`src/rtl/tc_pkg.sv`:
```
package tc_pkg;
  typedef enum logic {
    TC_SLAVE  = 1'b0,
    TC_MASTER = 1'b1
  } tc_mode_e;
endpackage

```
`src/rtl/tc_edge_sync.sv`:
```
module tc_edge_sync #(
  parameter int STAGES = 2
) (
  input  logic clk,
  input  logic rst,
  input  logic async_in,
  output logic rise
);
  logic [STAGES-1:0] chain_q;
  logic              last_q;

  if (STAGES == 1) begin : g_one
    always_ff @(posedge clk) begin
      if (rst) chain_q <= '0;
      else     chain_q <= async_in;
    end
  end else begin : g_many
    always_ff @(posedge clk) begin
      if (rst) chain_q <= '0;
      else     chain_q <= {chain_q[STAGES-2:0], async_in};
    end
  end

  always_ff @(posedge clk) begin
    if (rst) last_q <= 1'b0;
    else     last_q <= chain_q[STAGES-1];
  end

  assign rise = chain_q[STAGES-1] & ~last_q;
endmodule

```
`src/rtl/tc_time_core.sv`:
```
module tc_time_core
  import tc_pkg::*;
#(
  parameter int TIME_W = 8,
  parameter int CNT_W  = 6,
  parameter int PORT_W = 2
) (
  input  logic              clk,
  input  logic              rst,
  input  logic              master_mode,
  input  logic              tick_rise,
  input  logic              load_sel,
  input  logic [TIME_W-1:0] load_val,
  input  logic              clear,
  input  logic              rx_valid,
  input  logic [PORT_W-1:0] rx_port,
  input  logic [TIME_W-1:0] rx_code,
  output logic              fire,
  output logic              fire_all,
  output logic [PORT_W-1:0] fire_src,
  output logic [TIME_W-1:0] time_q,
  output logic [TIME_W-1:0] code_q,
  output logic              tick_n_q,
  output logic [TIME_W-1:0] ext_val_q
);
  localparam int FLAG_W = TIME_W - CNT_W;

  tc_mode_e          mode;
  logic [CNT_W-1:0]  cnt_next;
  logic              rx_match;
  logic              slave_ok;
  logic [TIME_W-1:0] time_d;

  assign mode     = tc_mode_e'(master_mode);
  assign cnt_next = time_q[CNT_W-1:0] + {{(CNT_W-1){1'b0}}, 1'b1};
  assign rx_match = (rx_code[CNT_W-1:0] == cnt_next);
  assign fire_src = rx_port;

  always_comb begin
    time_d   = time_q;
    fire     = 1'b0;
    fire_all = 1'b0;
    slave_ok = 1'b0;
    if (clear) begin
      time_d = '0;
    end else if (mode == TC_MASTER) begin
      if (tick_rise) begin
        fire     = 1'b1;
        fire_all = 1'b1;
        time_d   = load_sel ? load_val : {time_q[TIME_W-1 -: FLAG_W], cnt_next};
      end
    end else if (rx_valid) begin
      time_d = rx_code;
      if (rx_match) begin
        fire     = 1'b1;
        slave_ok = 1'b1;
      end
    end
  end

  always_ff @(posedge clk) begin
    if (rst) begin
      time_q    <= '0;
      code_q    <= '0;
      tick_n_q  <= 1'b1;
      ext_val_q <= '0;
    end else begin
      time_q   <= time_d;
      tick_n_q <= ~slave_ok;
      if (fire)     code_q    <= time_d;
      if (slave_ok) ext_val_q <= rx_code;
    end
  end
endmodule

```
`src/rtl/tc_fanout.sv`:
```
module tc_fanout #(
  parameter int NUM_PORTS = 4,
  parameter int PORT_W    = 2
) (
  input  logic                 clk,
  input  logic                 rst,
  input  logic                 fire,
  input  logic                 fire_all,
  input  logic [PORT_W-1:0]    src,
  output logic [NUM_PORTS-1:0] send_q
);
  for (genvar g = 0; g < NUM_PORTS; g++) begin : g_port
    always_ff @(posedge clk) begin
      if (rst) send_q[g] <= 1'b0;
      else     send_q[g] <= fire & (fire_all | (src != PORT_W'(g)));
    end
  end
endmodule

```
`src/rtl/tc_hub.sv`:
```
module tc_hub #(
  parameter int NUM_PORTS   = 4,
  parameter int TIME_W      = 8,
  parameter int CNT_W       = 6,
  parameter int SYNC_STAGES = 2,
  localparam int PORT_W     = (NUM_PORTS > 1) ? $clog2(NUM_PORTS) : 1
) (
  input  logic                 clk,
  input  logic                 rst,
  input  logic                 master_mode,
  input  logic                 ext_tick_in,
  input  logic                 ext_load_sel,
  input  logic [TIME_W-1:0]    ext_time_in,
  input  logic                 cnt_clear,
  input  logic                 rx_valid,
  input  logic [PORT_W-1:0]    rx_port,
  input  logic [TIME_W-1:0]    rx_code,
  output logic [NUM_PORTS-1:0] tx_send,
  output logic [TIME_W-1:0]    tx_code,
  output logic                 ext_tick_out_n,
  output logic [TIME_W-1:0]    ext_time_out,
  output logic [TIME_W-1:0]    time_now
);
  logic              tick_rise;
  logic              fire;
  logic              fire_all;
  logic [PORT_W-1:0] fire_src;

  tc_edge_sync #(.STAGES(SYNC_STAGES)) u_sync (
    .clk      (clk),
    .rst      (rst),
    .async_in (ext_tick_in),
    .rise     (tick_rise)
  );

  tc_time_core #(.TIME_W(TIME_W), .CNT_W(CNT_W), .PORT_W(PORT_W)) u_core (
    .clk         (clk),
    .rst         (rst),
    .master_mode (master_mode),
    .tick_rise   (tick_rise),
    .load_sel    (ext_load_sel),
    .load_val    (ext_time_in),
    .clear       (cnt_clear),
    .rx_valid    (rx_valid),
    .rx_port     (rx_port),
    .rx_code     (rx_code),
    .fire        (fire),
    .fire_all    (fire_all),
    .fire_src    (fire_src),
    .time_q      (time_now),
    .code_q      (tx_code),
    .tick_n_q    (ext_tick_out_n),
    .ext_val_q   (ext_time_out)
  );

  tc_fanout #(.NUM_PORTS(NUM_PORTS), .PORT_W(PORT_W)) u_fan (
    .clk      (clk),
    .rst      (rst),
    .fire     (fire),
    .fire_all (fire_all),
    .src      (fire_src),
    .send_q   (tx_send)
  );
endmodule

```
`config.mk`:
```
export PLATFORM = sky130hd
export DESIGN_NAME = tc_hub
export DESIGN_NICKNAME = d
export VERILOG_FILES = /design/src/rtl/tc_pkg.sv /design/src/rtl/tc_edge_sync.sv /design/src/rtl/tc_time_core.sv /design/src/rtl/tc_fanout.sv /design/src/rtl/tc_hub.sv
export SDC_FILE = /design/constraint.sdc
export NUM_CORES = 1
export LEC_CHECK = 0
export BUFFER_PORTS_ARGS = -buffer_cell sky130_fd_sc_hd__buf_2
export CAP_MARGIN = 20
export CORE_MARGIN = 2
export CORE_UTILIZATION = 46
export CTS_CLUSTER_SIZE = 24
export DETAILED_ROUTE_END_ITERATION = 12
export GPL_TIMING_DRIVEN = 0
export HOLD_SLACK_MARGIN = 0.03
export MAX_ROUTING_LAYER = met4
export PLACE_DENSITY_LB_ADDON = 0.1
export SETUP_SLACK_MARGIN = 0.4
export SYNTH_ARGS = -nofsm -noshare
export SYNTH_HDL_FRONTEND = slang
export SYNTH_HIERARCHICAL = 1
export SYNTH_SLANG_ARGS = --single-unit
```
`constraint.sdc`:
```
create_clock -name clk -period 2 [get_ports clk]
set_clock_uncertainty 0.2 [all_clocks]
set_input_delay 0.4 -clock clk [delete_from_list [all_inputs] [get_ports clk]]
set_output_delay 0.4 -clock clk [all_outputs]
set_load 0.02 [all_outputs]
```
=== After elaboration in Yosys (flattened, before gate mapping) ===
Index checks and enable logic that the tools add are counted.
W data, S select, Z words.

* Reductions and logical operators: 1
* Add/sub/neg operators: 1
* Mux-type cells: 14
* Bitwise logic cells: 11
* Eq/ne operators: 4

{| class="wikitable"
|+ Operators by type and width
! cell !! number
|-
| $mux W8 || 5
|-
| $mux W1 || 9
|-
| $add A6 B1 Y6 const B || 1
|-
| $eq A6 B6 Y1 || 1
|-
| $and A1 B1 Y1 || 5
|-
| $ne A2 B2 Y1 const B || 2
|-
| $or A1 B1 Y1 || 4
|-
| $ne A2 B1 Y1 const B || 1
|-
| $not A1 Y1 || 2
|-
| $reduce_bool A2 Y1 || 1
|}

* Register bits after elaboration: 32
* Word-level logic and storage cells: 41
* Input bits: 25

=== Logic depth before layout (Yosys ltp) ===
* Depth in word-level cells: 7
* Mapped depth: 8

=== Cells and area by module ===
Netlist, hierarchy kept.

{| class="wikitable"
|+ By module, submodules not included
! module !! times used !! area each (µm²) !! seq. area each (µm²) !! cells each
|-
| tc_time_core || 1 || 1511.4 || 500.5 || 154
|-
| tc_fanout || 1 || 127.6 || 80.1 || 12
|-
| tc_edge_sync || 1 || 87.6 || 60.1 || 7
|}

=== Worst setup path before layout ===
No wires, ideal clock.

* Kind: register to register
* Start: reg u_core.time_q[0]
* End: reg u_core.code_q[0]
* Setup time: 0.121 ns
* Setup slack: -0.283 ns
* Cell stages (with the launch flop): 8
* Data arrival time: 1.962 ns
* Buffers on the path: 1
* Required time: 1.679 ns
* Period minus slack after synthesis: 2.283 ns
* Cell sequence: dfxtp_1 ha_1 xnor2_1 and4_1 nand4_4 o21bai_2 buf_6 mux2_4

* Longest elaborated chain between the ends: 6

{| class="wikitable"
|+ RTL lines
! item !! line !! text
|-
| from (decl) || tc_time_core.sv:21 || <nowiki>output logic [TIME_W-1:0] time_q,</nowiki>
|-
| from (signal assigned) || tc_time_core.sv:68 || <nowiki>time_q <= time_d;</nowiki>
|-
| $add A6 B1 Y6 || tc_time_core.sv:35 || <nowiki>assign cnt_next = time_q[CNT_W-1:0] + {{(CNT_W-1){1'b0}}, 1'b1};</nowiki>
|-
| $eq A6 B6 Y1 || tc_time_core.sv:36 || <nowiki>assign rx_match = (rx_code[CNT_W-1:0] == cnt_next);</nowiki>
|-
| $mux W1 || tc_time_core.sv:54 || <nowiki>if (rx_match) begin</nowiki>
|-
| $mux W1 || tc_time_core.sv:52 || <nowiki>end else if (rx_valid) begin</nowiki>
|-
| $mux W1 || tc_time_core.sv:46 || <nowiki>end else if (mode == TC_MASTER) begin</nowiki>
|-
| $mux W1 || tc_time_core.sv:44 || <nowiki>if (clear) begin</nowiki>
|-
| net fire || tc_hub.sv:25 || <nowiki>logic fire;</nowiki>
|-
| to (signal assigned) || tc_time_core.sv:70 || <nowiki>if (fire) code_q <= time_d;</nowiki>
|-
| to (decl) || tc_time_core.sv:22 || <nowiki>output logic [TIME_W-1:0] code_q,</nowiki>
|}

The timed path passes the listed nets, and every way through them passes these cells.
A chain may end at the register's enable or synchronous reset.

=== Worst setup path after layout ===
Same ends and word-level chain as after synthesis.

==> out/metrics.yaml <==
drv_cap: 0
period_minus_slack_ns: 2.05
ys_seq_area_frac: 0.371
max_freq_ghz: 0.489
finalWorstSetupSlack_ns: -0.0464
place_hpwl_um: 3150
final-hold-violation-count: 0
synth.avg_cell_area_um2: 9.98
clkSlewWorstSetupHoldPaths_ns: 0.06
pin_count: 54
grt_pass1_wl_um: 6970
final_common_cell: "buf_2"
cts_tree: "built"
synth_edf_count: 0
gr-usage-all-layers: 0.224
die-width_um: 65.3
htree_levels: 2
start_util: 0.475
p_per_area_nw_per_um2: 593
synth.distinct_cells: 43
ys_warn_count: 6
gp_congestion: 0.868
outcome: "finished, violations left"
slew_headroom: 0.685
ys.flop_type: "dfxtp_1"
row_count: 22
numPortBuffers: 50
diodes: 0
viasPerCell: 5.20
syn_to_final_growth_pct: 33.1
grt_max_degree: 14
max_slew.worst_pin.slew_ns: 0.473
grt-ovfl-total: 0
cellLeakagePower_uw: 0.00101
syn_nets: 199
crit_required_ns: 1.98
drc_errors: 0
dieArea_um2: 4260
routedWlPerCell_um: 14.7
cts_root_buf: "clkbuf_8"
min_path_type: "in -> reg"
final_cell_mix: "50 x buf_2, 28 x dfxtp_1, 15 x nor2b_1, 15 x nand2b_1"
synth_async_sr_flop_share: 0
cp_data_arrival_time_ns: 2.02
wl_um: 4200
clk_path_buf_depth: 2
vias: 1487
cp-end-kind: "flop"
ir_worst_vdd_v: 0.000340
slew_viol_final: 0
post-place-ws_ns: -0.119
violations: "negative setup slack"
drt_first_pass_iters: 6
ant_nets: 0
rsz0062_at_grt: "true"
clock_sinks: 32
fin_util: 0.633
cts_hold_buf: 0
cts_made_buffers: 5
fin_crit_sh: 1.02
drive_gt1_frac: 0.458
cp-start-kind: "flop"
core-area_um2: 3630
nets: 263
clk-insertion-delay-late_ns: 0.28
critPathKind: "reg -> reg"
syn-instance-count: 173
synth_seq_cells: 32
antenna_found_initial: 0
drtIter0Drc: 44
die_y_um: 65.3
synthesis.area_um2: 1730
setup_viol: 8
worstPathMaxFanout: 9
grt_pass1_vias: 1496
==> critical path, stage by stage, from the launching register on <==
cell,delay [ns]
dfxtp_4,0.37
ha_4,0.27
xnor2_1,0.10
and4_1,0.23
nand4_4,0.12
o21bai_4,0.16
buf_12,0.17
mux2_4,0.30
==> state kept, by name (all words and copies together), names as in the netlist <==
signal	count
u_sync/last_q	1
u_core/ext_val_q	8
u_core/code_q	8
u_sync/chain_q	2
u_core/tick_n_q	1
u_fan/send_q	4
u_core/time_q	8
==> layer usage <==
layer,track usage,routed length (um),vias up,part of all wire
met5,-,0,-,0
met4,0.0938,103,0,0.025
met3,0.0548,222,9,0.053
met2,0.384,2140,40,0.51
met1,0.248,1740,711,0.41
li1,-,-,727,-
==> timing repair <==
item,CTS,global route
gates cloned,0,0
pin swaps,5,2
buffers inserted,5,2
setup endpoints to repair,29,26
resized for setup,11,3
==> worst paths after layout <==
check / start / to / slack, ns / cells past startpoint
max: u_core/time_q[0] / u_core/code_q[0] / -0.05 / 7
min: rx_port[0] / u_fan/send_q[1] / 0.09 / 2
max reg2reg: u_core/time_q[0] / u_core/code_q[0] / -0.05 / 7
min reg2reg: u_sync/chain_q[0] / u_sync/chain_q[1] / 0.25 / 1
==> cell type report <==
| type | count | area [um^2] |
|---|---|---|
| plain buffers | 11 | 87.6 |
| multi-input cells | 125 | 1070 |
| repair buffers | 57 | 319 |
| inverters | 5 | 18.8 |
| well taps | 48 | 60.1 |
| flip-flops and latches | 32 | 651 |
| fillers | 332 | 1340 |
| clock buffers | 6 | 82.6 |
| clock inverters | 2 | 10.0 |
==> cell families (layout without fill, tap and decap cells) <==
family | count (synthesis) | after routing | share of synthesized area
AOI/OAI and AO/OA | 31 | 31 | 0.117
xor gates and xnor gates | 11 | 11 | 0.0768
adders and majority gates | 1 | 1 | 0.00725
buffers and inverters | 16 | 81 | 0.0507
DFF | 32 | 32 | 0.371
muxes | 22 | 22 | 0.154
and+or+nand+nor | 60 | 60 | 0.222
==> power breakdown <==
part	internal [uW]	switching (uW)
logic	90.7	103
clock network	274	239
registers	647	9.99
total	1010	352
==> cell usage after synthesis (2+ instances only) <==
cell,count,share of area
a211oi_1,2,0.0087
a21oi_1,6,0.017
a311oi_1,2,0.010
a31oi_1,6,0.022
and3_1,2,0.0072
and4_1,2,0.010
buf_4,3,0.013
buf_6,2,0.013
clkbuf_1,5,0.011
dfxtp_1,32,0.37
inv_1,5,0.011
mux2_2,4,0.026
mux2_4,8,0.070
mux2i_1,9,0.052
nand2_1,8,0.017
nand2b_1,15,0.054
nand3_1,4,0.012
nor2_1,4,0.0087
nor2b_1,15,0.054
o21ai_0,8,0.023
o221ai_1,2,0.010
xnor2_1,4,0.020
xnor2_2,3,0.028
xor2_1,3,0.015
==> per-stage QoR <==
step	TNS (ns)	cells	area, um^2	hold slack (ns)	total power (uW)
final	-0.315	286	2300	0.0948	1360
after global routing	-0.886	286	2300	0.0890	1420
after CTS	-0.299	284	2280	0.0857	1380
after detailed placement	-0.911	271	2080	0.234	854
after global placement	-0.866	271	2080	0.230	849
after floorplan	-0.0143	173	1770	0.214	789
No activity file was read; power rests on OpenSTA's default activity.
